### config.mk
export PLATFORM = sky130hd
export DESIGN_NAME = tlb_translator
export DESIGN_NICKNAME = d
export VERILOG_FILES = /design/src/rtl/tlb_pkg.sv /design/src/rtl/tlb_rights_check.sv /design/src/rtl/tlb_entry_store.sv /design/src/rtl/tlb_translator.sv
export SDC_FILE = /design/constraint.sdc
export NUM_CORES = 1
export LEC_CHECK = 0
export BUFFER_PORTS_ARGS = -buffer_cell sky130_fd_sc_hd__buf_2
export CORE_AREA = 8 8 307 309
export DETAILED_ROUTE_END_ITERATION = 7
export DIE_AREA = 0 0 315 317
export HOLD_SLACK_MARGIN = 0.02
export PLACE_DENSITY = 0.64
export SYNTH_ARGS = -nofsm -noshare
export SYNTH_HDL_FRONTEND = slang
export SYNTH_SLANG_ARGS = --single-unit
### constraint.sdc
create_clock -name clk -period 7 [get_ports clk]
set_input_delay 0.7 -clock clk [delete_from_list [all_inputs] [get_ports clk]]
set_output_delay 0.7 -clock clk [all_outputs]
set_load 0.01 [all_outputs]
### src/rtl/tlb_pkg.sv
package tlb_pkg;
    localparam int VA_W      = 32;
    localparam int PAGE_BITS = 12;
    localparam int VPN_W     = VA_W - PAGE_BITS;
    localparam int PPN_W     = 20;
    localparam int IDX_W     = 4;
    localparam int TAG_W     = VPN_W - IDX_W;
    localparam int PTE_W     = 32;
    localparam int PTE_VLD   = 31;
    localparam int PTE_RHI   = 30;
    localparam int PTE_RLO   = 29;
    localparam int PTE_RSVHI = 28;
    localparam int PTE_RSVLO = PPN_W;

    typedef enum logic [1:0] {
        ACC_READ  = 2'b00,
        ACC_WRITE = 2'b01,
        ACC_EXEC  = 2'b10,
        ACC_RSVD  = 2'b11
    } acc_t;

    typedef enum logic [1:0] {
        RGT_NONE = 2'b00,
        RGT_RO   = 2'b01,
        RGT_XO   = 2'b10,
        RGT_RW   = 2'b11
    } rights_t;

    typedef struct packed {
        logic             valid;
        logic             dirty;
        rights_t          rights;
        logic [TAG_W-1:0] tag;
        logic [PPN_W-1:0] ppn;
    } tlb_entry_t;

    typedef enum logic [2:0] {
        ST_IDLE,
        ST_WALK,
        ST_CHECK,
        ST_FILL,
        ST_FAULT,
        ST_RETRY
    } walk_state_t;
endpackage

### src/rtl/tlb_rights_check.sv
module tlb_rights_check
    import tlb_pkg::*;
(
    input  acc_t    kind,
    input  rights_t rights,
    output logic    allowed
);
    always_comb begin
        unique case (kind)
            ACC_READ:  allowed = (rights == RGT_RO) || (rights == RGT_RW);
            ACC_WRITE: allowed = (rights == RGT_RW);
            ACC_EXEC:  allowed = (rights == RGT_XO);
            default:   allowed = 1'b0;
        endcase
    end
endmodule

### src/rtl/tlb_entry_store.sv
module tlb_entry_store
    import tlb_pkg::*;
(
    input  logic             clk,
    input  logic             rst_n,
    input  logic [IDX_W-1:0] rd_idx,
    output tlb_entry_t       rd_entry,
    input  logic             fill_en,
    input  logic [IDX_W-1:0] fill_idx,
    input  tlb_entry_t       fill_entry,
    input  logic             mark_en,
    input  logic [IDX_W-1:0] mark_idx
);
    localparam int N_ENT = 1 << IDX_W;

    tlb_entry_t view [N_ENT];

    for (genvar g = 0; g < N_ENT; g++) begin : g_slot
        tlb_entry_t e_d, e_q;

        always_comb begin
            e_d = e_q;
            if (fill_en && (fill_idx == IDX_W'(g))) begin
                e_d = fill_entry;
            end else if (mark_en && (mark_idx == IDX_W'(g))) begin
                e_d.dirty = 1'b1;
            end
        end

        always_ff @(posedge clk or negedge rst_n) begin
            if (!rst_n) begin
                e_q <= '0;
            end else begin
                e_q <= e_d;
            end
        end

        assign view[g] = e_q;
    end

    assign rd_entry = view[rd_idx];

    AST_FILL_MARK_EXCL: assert property (@(posedge clk) disable iff (!rst_n)
        !(fill_en && mark_en));
endmodule

### src/rtl/tlb_translator.sv
module tlb_translator
    import tlb_pkg::*;
(
    input  logic             clk,
    input  logic             rst_n,
    input  logic [VA_W-1:0]  pt_base,
    input  logic             req_valid,
    output logic             req_ready,
    input  logic [VA_W-1:0]  req_vaddr,
    input  logic [1:0]       req_kind,
    output logic             rsp_valid,
    output logic             rsp_hit,
    output logic             rsp_prot_fault,
    output logic             rsp_page_fault,
    output logic             rsp_dirty,
    output logic [VA_W-1:0]  rsp_paddr,
    output logic             mem_req,
    output logic [VA_W-1:0]  mem_addr,
    input  logic             mem_rvalid,
    input  logic [PTE_W-1:0] mem_rdata
);
    localparam int ADDR_PAD = VA_W - VPN_W - 2;

    typedef struct packed {
        walk_state_t      st;
        logic [VA_W-1:0]  va;
        acc_t             kind;
        logic             pte_ok;
        rights_t          pte_rights;
        logic [PPN_W-1:0] pte_ppn;
        logic             mreq;
        logic [VA_W-1:0]  maddr;
        logic             rv;
        logic             hit;
        logic             prot;
        logic             pgf;
        logic             dirty;
        logic [VA_W-1:0]  pa;
    } ctl_t;

    ctl_t ctl_d, ctl_q;

    logic [VA_W-1:0]  look_va;
    acc_t             look_kind;
    logic [VPN_W-1:0] look_vpn;
    logic [IDX_W-1:0] look_idx;
    logic [TAG_W-1:0] look_tag;
    tlb_entry_t       slot;
    logic             tag_match;
    logic             allowed;
    logic             fill_en;
    tlb_entry_t       fill_entry;
    logic             mark_en;

    // During a replay the held request is looked up; otherwise the incoming one
    assign look_va   = (ctl_q.st == ST_RETRY) ? ctl_q.va : req_vaddr;
    assign look_kind = (ctl_q.st == ST_RETRY) ? ctl_q.kind : acc_t'(req_kind);
    assign look_vpn  = look_va[VA_W-1:PAGE_BITS];
    assign look_idx  = look_vpn[IDX_W-1:0];
    assign look_tag  = look_vpn[VPN_W-1:IDX_W];
    assign tag_match = slot.valid && (slot.tag == look_tag);

    tlb_entry_store u_store (
        .clk        (clk),
        .rst_n      (rst_n),
        .rd_idx     (look_idx),
        .rd_entry   (slot),
        .fill_en    (fill_en),
        .fill_idx   (ctl_q.va[PAGE_BITS +: IDX_W]),
        .fill_entry (fill_entry),
        .mark_en    (mark_en),
        .mark_idx   (look_idx)
    );

    tlb_rights_check u_rights (
        .kind    (look_kind),
        .rights  (slot.rights),
        .allowed (allowed)
    );

    always_comb begin
        ctl_d      = ctl_q;
        ctl_d.rv   = 1'b0;
        fill_en    = 1'b0;
        mark_en    = 1'b0;
        fill_entry = '0;

        unique case (ctl_q.st)
            ST_IDLE: begin
                if (req_valid) begin
                    ctl_d.va   = req_vaddr;
                    ctl_d.kind = acc_t'(req_kind);
                    if (tag_match) begin
                        ctl_d.rv  = 1'b1;
                        ctl_d.hit = 1'b1;
                        ctl_d.pgf = 1'b0;
                        if (allowed) begin
                            ctl_d.prot  = 1'b0;
                            ctl_d.pa    = {slot.ppn, look_va[PAGE_BITS-1:0]};
                            ctl_d.dirty = slot.dirty || (look_kind == ACC_WRITE);
                            mark_en     = (look_kind == ACC_WRITE) && !slot.dirty;
                        end else begin
                            ctl_d.prot  = 1'b1;
                            ctl_d.pa    = '0;
                            ctl_d.dirty = 1'b0;
                        end
                    end else begin
                        ctl_d.st    = ST_WALK;
                        ctl_d.mreq  = 1'b1;
                        ctl_d.maddr = pt_base + {{ADDR_PAD{1'b0}}, look_vpn, 2'b00};
                    end
                end
            end
            ST_WALK: begin
                if (mem_rvalid) begin
                    ctl_d.mreq       = 1'b0;
                    ctl_d.pte_ok     = mem_rdata[PTE_VLD] &&
                                       (mem_rdata[PTE_RSVHI:PTE_RSVLO] == '0);
                    ctl_d.pte_rights = rights_t'(mem_rdata[PTE_RHI:PTE_RLO]);
                    ctl_d.pte_ppn    = mem_rdata[PPN_W-1:0];
                    ctl_d.st         = ST_CHECK;
                end
            end
            ST_CHECK: begin
                ctl_d.st = ctl_q.pte_ok ? ST_FILL : ST_FAULT;
            end
            ST_FILL: begin
                fill_en           = 1'b1;
                fill_entry.valid  = 1'b1;
                fill_entry.dirty  = 1'b0;
                fill_entry.rights = ctl_q.pte_rights;
                fill_entry.tag    = ctl_q.va[VA_W-1:PAGE_BITS+IDX_W];
                fill_entry.ppn    = ctl_q.pte_ppn;
                ctl_d.st          = ST_RETRY;
            end
            ST_FAULT: begin
                ctl_d.rv    = 1'b1;
                ctl_d.hit   = 1'b0;
                ctl_d.prot  = 1'b0;
                ctl_d.pgf   = 1'b1;
                ctl_d.dirty = 1'b0;
                ctl_d.pa    = '0;
                ctl_d.st    = ST_IDLE;
            end
            ST_RETRY: begin
                ctl_d.rv  = 1'b1;
                ctl_d.hit = 1'b0;
                ctl_d.pgf = 1'b0;
                if (allowed) begin
                    ctl_d.prot  = 1'b0;
                    ctl_d.pa    = {slot.ppn, look_va[PAGE_BITS-1:0]};
                    ctl_d.dirty = slot.dirty || (look_kind == ACC_WRITE);
                    mark_en     = (look_kind == ACC_WRITE) && !slot.dirty;
                end else begin
                    ctl_d.prot  = 1'b1;
                    ctl_d.pa    = '0;
                    ctl_d.dirty = 1'b0;
                end
                ctl_d.st = ST_IDLE;
            end
            default: ctl_d.st = ST_IDLE;
        endcase
    end

    always_ff @(posedge clk or negedge rst_n) begin
        if (!rst_n) begin
            ctl_q      <= '0;
            ctl_q.st   <= ST_IDLE;
            ctl_q.kind <= ACC_READ;
        end else begin
            ctl_q <= ctl_d;
        end
    end

    assign req_ready      = (ctl_q.st == ST_IDLE);
    assign rsp_valid      = ctl_q.rv;
    assign rsp_hit        = ctl_q.hit;
    assign rsp_prot_fault = ctl_q.prot;
    assign rsp_page_fault = ctl_q.pgf;
    assign rsp_dirty      = ctl_q.dirty;
    assign rsp_paddr      = ctl_q.pa;
    assign mem_req        = ctl_q.mreq;
    assign mem_addr       = ctl_q.maddr;

    AST_FAULT_EXCL: assert property (@(posedge clk) disable iff (!rst_n)
        rsp_valid |-> $onehot0({rsp_prot_fault, rsp_page_fault}));
    AST_FAULT_ZERO_PA: assert property (@(posedge clk) disable iff (!rst_n)
        (rsp_valid && (rsp_prot_fault || rsp_page_fault)) |-> (rsp_paddr == '0));
    AST_OFFSET_PASS: assert property (@(posedge clk) disable iff (!rst_n)
        (rsp_valid && !rsp_prot_fault && !rsp_page_fault) |->
        (rsp_paddr[PAGE_BITS-1:0] == ctl_q.va[PAGE_BITS-1:0]));
    AST_WRITE_DIRTY: assert property (@(posedge clk) disable iff (!rst_n)
        (rsp_valid && !rsp_prot_fault && !rsp_page_fault && (ctl_q.kind == ACC_WRITE))
        |-> rsp_dirty);
    AST_HIT_NO_PGF: assert property (@(posedge clk) disable iff (!rst_n)
        (rsp_valid && rsp_hit) |-> !rsp_page_fault);
    AST_MEM_HOLD: assert property (@(posedge clk) disable iff (!rst_n)
        (mem_req && !mem_rvalid) |=> (mem_req && $stable(mem_addr)));
    AST_WALK_BUSY: assert property (@(posedge clk) disable iff (!rst_n)
        mem_req |-> !req_ready);
endmodule

==> qor.tcl <==
set qor(run_status) {complete, no violations}
set qor(multi_input_logic_area_mm2) 0.01716
set qor(final_layout_size_suffix_gt1_share_pct) 31.83
set qor(placementRows) 110
set qor(gp_congestion) 0.8555
set qor(vdd_drop_max_uv) 280.8
set qor(setup_violations) 0
set qor(timing_max_transition_violations_final) 0
set qor(global_route.overflow_total) 0
set qor(cp.buffers_inverters) 2
set qor(die_width_um) 315
set qor(r2r-start) {ctl_q[128]$_DFFE_PN0P_}
set qor(dieArea_mm2) 0.09986
set qor(final.period_utilization_pct) 87.44
set qor(synth-async-reset-ratio_pct) 100.0
set qor(detail_route.first_pass.iterations) 7
set qor(antenna-diode-count) 0
set qor(post-cts-setup-buffers) 0
set qor(synth.yosys.seq_area_share_pct) 50.63
set qor(report.final.hold_viol_count) 0
set qor(mappedNetlistNets) 3507
set qor(area_delta_synth_final_pct) 11.61
set qor(worst_case_hold_slack_ns) 0.1143
set qor(setup_repair_after_global_routing_missed_its_margin) {false}
set qor(path_clk_slew_ns) 0.06
set qor(critical_path.cell_chain) {nand3b_4 > buf_4 > mux2i_1 > inv_1 > or3_1 > a221oi_1 > a31oi_1 > o32ai_1 > a31oi_1 > a2111o_1 > o21ai_2 > a32o_1}
set qor(design.final.nets) 3483
set qor(switching_share_pct) 32.62
set qor(crit_slowest_cell) {o21ai_2}
set qor(timing.setup.critical_path_class) {flip-flop to flip-flop}
set qor(postSynthAreaPerCell_um2) 11.25
set qor(worstHoldPathType) {input pin to asynchronous set/reset pin}
set qor(floorplan.initialDensity_pct) 42.61
set qor(post_cts_resize_count) 0
set qor(design.core.area_mm2) 0.08932
set qor(grt_first_pass_wirelength_mm) 166.1
set qor(clockRootBuffer) {clkbuf_16}
set qor(timing.final.crit_period_ns) 6.121
set qor(timing.reg2reg.worst_path_depth) 12
set qor(number_of_buffers_inserted_by_port_buffering) 172
set qor(dpl_cell_area_mm2) 0.03947
set qor(tritoncts) {yes}
set qor(synth.ff_latch_count) 770
set qor(max_fo_critical_path) 42
set qor(grt_start_max_net_pins) 154
set qor(dominantRegCellSynth) {dfrtp_1}
set qor(gr-usage-all-layers_pct) 21.24
set qor(filler_cell_count) 8078
set qor(clock_path_buffers) 3
set qor(regToRegSetupSlack_ns) 0.88
set qor(cts.htree.levels) 3
set qor(final_core_util_pct) 47.55
set qor(worst_slew_margin_rel_pct) 17.87
set qor(yosysUniqueCellTypes) 69
set qor(via_per_inst) 5.824
set qor(ctsHoldBuffers) 0
set qor(crit_arrival_ns) 6.68
set qor(cts.sinks) 770
set qor(clock-skew-final_ns) 0.05510
set qor(switchingPower_w) 0.005092
set qor(grt_pass1_vias) 26770
set qor(maxCapViolCount) 0
set qor(p_leak_nw) 20.76
set qor(grt_antenna_before_repair) 1
set qor(comb_power_share_pct) 24.4
set qor(tritoncts.num_buffers) 86
set qor(synth_area_mm2) 0.03806
set qor(cp_top_family) {compound AO/OA/AOI/OAI gates}
set qor(cpMostUsedCell) {a31oi_1}
set qor(power_frac_clock_pct) 30.4
set qor(drc_violation_count_after_routing) 0
set qor(postLayoutCellArea_mm2) 0.04247
set qor(synth-edff-count) 0
set qor(die_height_um) 317
set qor(vias) 26810
set qor(fmaxAchievable_mhz) 163.4
set qor(routed_wire_length_mm) 107.2
set qor(power.density_cell_area_mw_per_mm2) 367.4
set qor(most_frequent_cells_in_the_layout) {769 x dfrtp_1, 667 x mux2_2, 563 x nand2_1, 175 x nand3_1, 171 x buf_2}
set qor(critPathRequiredTime_ns) 7.56
set qor(reg2reg_to) {rsp_paddr[15]$_DFFE_PN0P_}
set qor(ant_nets) 0
set qor(area.sequential_mm2) 0.01927
set qor(dp_hpwl_mm) 62.75
set qor(mostFrequentLayoutCell) {dfrtp_1}
set qor(timing_worst_slew_pin_value_ns) 1.223
set qor(internal_power_w) 0.01052
set qor(setup-tns-final_ns) 0
set qor(start_kind) {flip-flop}
set qor(first_iteration_detailed_routing_drc_count) 2396
set qor(cp-end-kind) {flip-flop}
set qor(synthesis.instances) 3384
set qor(clk-insertion-delay-late_ns) 0.66
set qor(top_level_ports) 173
set qor(routed_wire_length_per_instance_um) 23.27
set qor(synthesis.yosys.warnings) 0
set qor(p_total_w) 0.01561
set qor(power_frac_seq_pct) 45.1
set qor(critical-path-max-stage-delay_ns) 0.92
## worst max path at each step
stage / start / to / slack, ns / cells past startpoint
3_5_place_dp: ctl_q[128]$_DFFE_PN0P_ / rsp_paddr[20]$_DFFE_PN0P_ / 1.06 / 12
6_report: ctl_q[128]$_DFFE_PN0P_ / rsp_paddr[15]$_DFFE_PN0P_ / 0.88 / 12
2_1_floorplan: req_vaddr[13] / mem_addr[29]$_DFFE_PN0P_ / 1.80 / 21
3_3_place_gp: ctl_q[128]$_DFFE_PN0P_ / rsp_paddr[14]$_DFFE_PN0P_ / 1.26 / 12
5_1_grt: ctl_q[128]$_DFFE_PN0P_ / rsp_paddr[21]$_DFFE_PN0P_ / 0.70 / 12
4_1_cts: ctl_q[128]$_DFFE_PN0P_ / rsp_paddr[6]$_DFFE_PN0P_ / 1.01 / 12
## Yosys cell counts (7+ instances only)
cell | count | area [µm²]
mux2i_1 | 124 | 1241
a31oi_1 | 12 | 75.07
nand3_1 | 177 | 885.9
o211a_1 | 39 | 390.4
o221ai_1 | 13 | 113.9
xor2_1 | 8 | 70.07
a21oi_1 | 36 | 180.2
or3_1 | 12 | 75.07
a2111oi_0 | 31 | 271.5
and3_1 | 49 | 306.5
nor2_1 | 41 | 153.9
o2111ai_1 | 11 | 96.34
buf_2 | 24 | 120.1
clkbuf_1 | 200 | 750.7
nor4_1 | 12 | 75.07
o311a_1 | 21 | 210.2
or2_2 | 14 | 87.58
buf_4 | 65 | 488.0
a32o_1 | 28 | 280.3
a211oi_1 | 14 | 105.1
mux4_2 | 7 | 157.7
mux2_2 | 667 | 7511
ha_1 | 20 | 250.2
xnor2_1 | 43 | 376.6
nand2_1 | 570 | 2140
nor3_1 | 18 | 90.09
nand2b_1 | 25 | 156.4
dfrtp_1 | 770 | 19270
a32oi_1 | 9 | 78.83
nand4_1 | 8 | 50.05
buf_1 | 50 | 187.7
o21ai_0 | 52 | 260.3
inv_1 | 56 | 210.2
a311oi_1 | 47 | 411.6
o211ai_1 | 18 | 135.1
## power groups by stage
stage	clock network, W	logic [W]	registers [W]
after floorplan	0	0.00319	0.00648
after global placement	0	0.00373	0.00705
after detailed placement	0	0.00381	0.00709
after CTS	0.00485	0.00383	0.00702
after global routing	0.00503	0.00417	0.00726
final	0.00475	0.00382	0.00704
## through the flow
stage                     worst slack, ns  std cells
after floorplan                     1.803       3384
after global placement              1.256       4448
after detailed placement            1.059       4448
after CTS                           1.010       4604
after global routing               0.6997       4604
final                              0.8791       4604
## kinds of logic (layout without fill, tap and decap cells)
group                      after synthesis  count (layout)  share of synthesized area [%]
and+or+nand+nor                        957             957                          11.26
muxes                                  800             800                          23.53
DFF                                    770             770                          50.63
buffers and inverters                  399             443                          4.659
AOI/OAI and AO/OA                      386             386                          8.039
xor gates and xnor gates                51              51                          1.174
adders and majority gates               21              21                         0.7102
## layout make-up
class                   count  area share, %
flip-flops and latches    770          45.37
clock buffers             126          6.062
repair buffers            228          3.158
multi-input cells        2215          40.40
clock inverters            30          1.002
inverters                  59         0.5509
well taps                1176          3.464
## layer usage
metal	vias up	share of wire, %	global-route usage (%)
met4	0	2.2	5.876
met3	160	6.7	3.917
met2	837	46	33.42
met5	-	0	0
li1	11960	-	-
met1	13860	45	30.07
## flip-flops by register name, indices dropped and copies added (netlist names)
signal and flops:
u_store.g_slot.e_q 640, mem_req 1, rsp_valid 1, ctl_q 60
mem_addr 32, rsp_hit 1, rsp_page_fault 1, rsp_paddr 32
rsp_dirty 1, rsp_prot_fault 1
No activity file was read; power rests on OpenSTA's default activity.
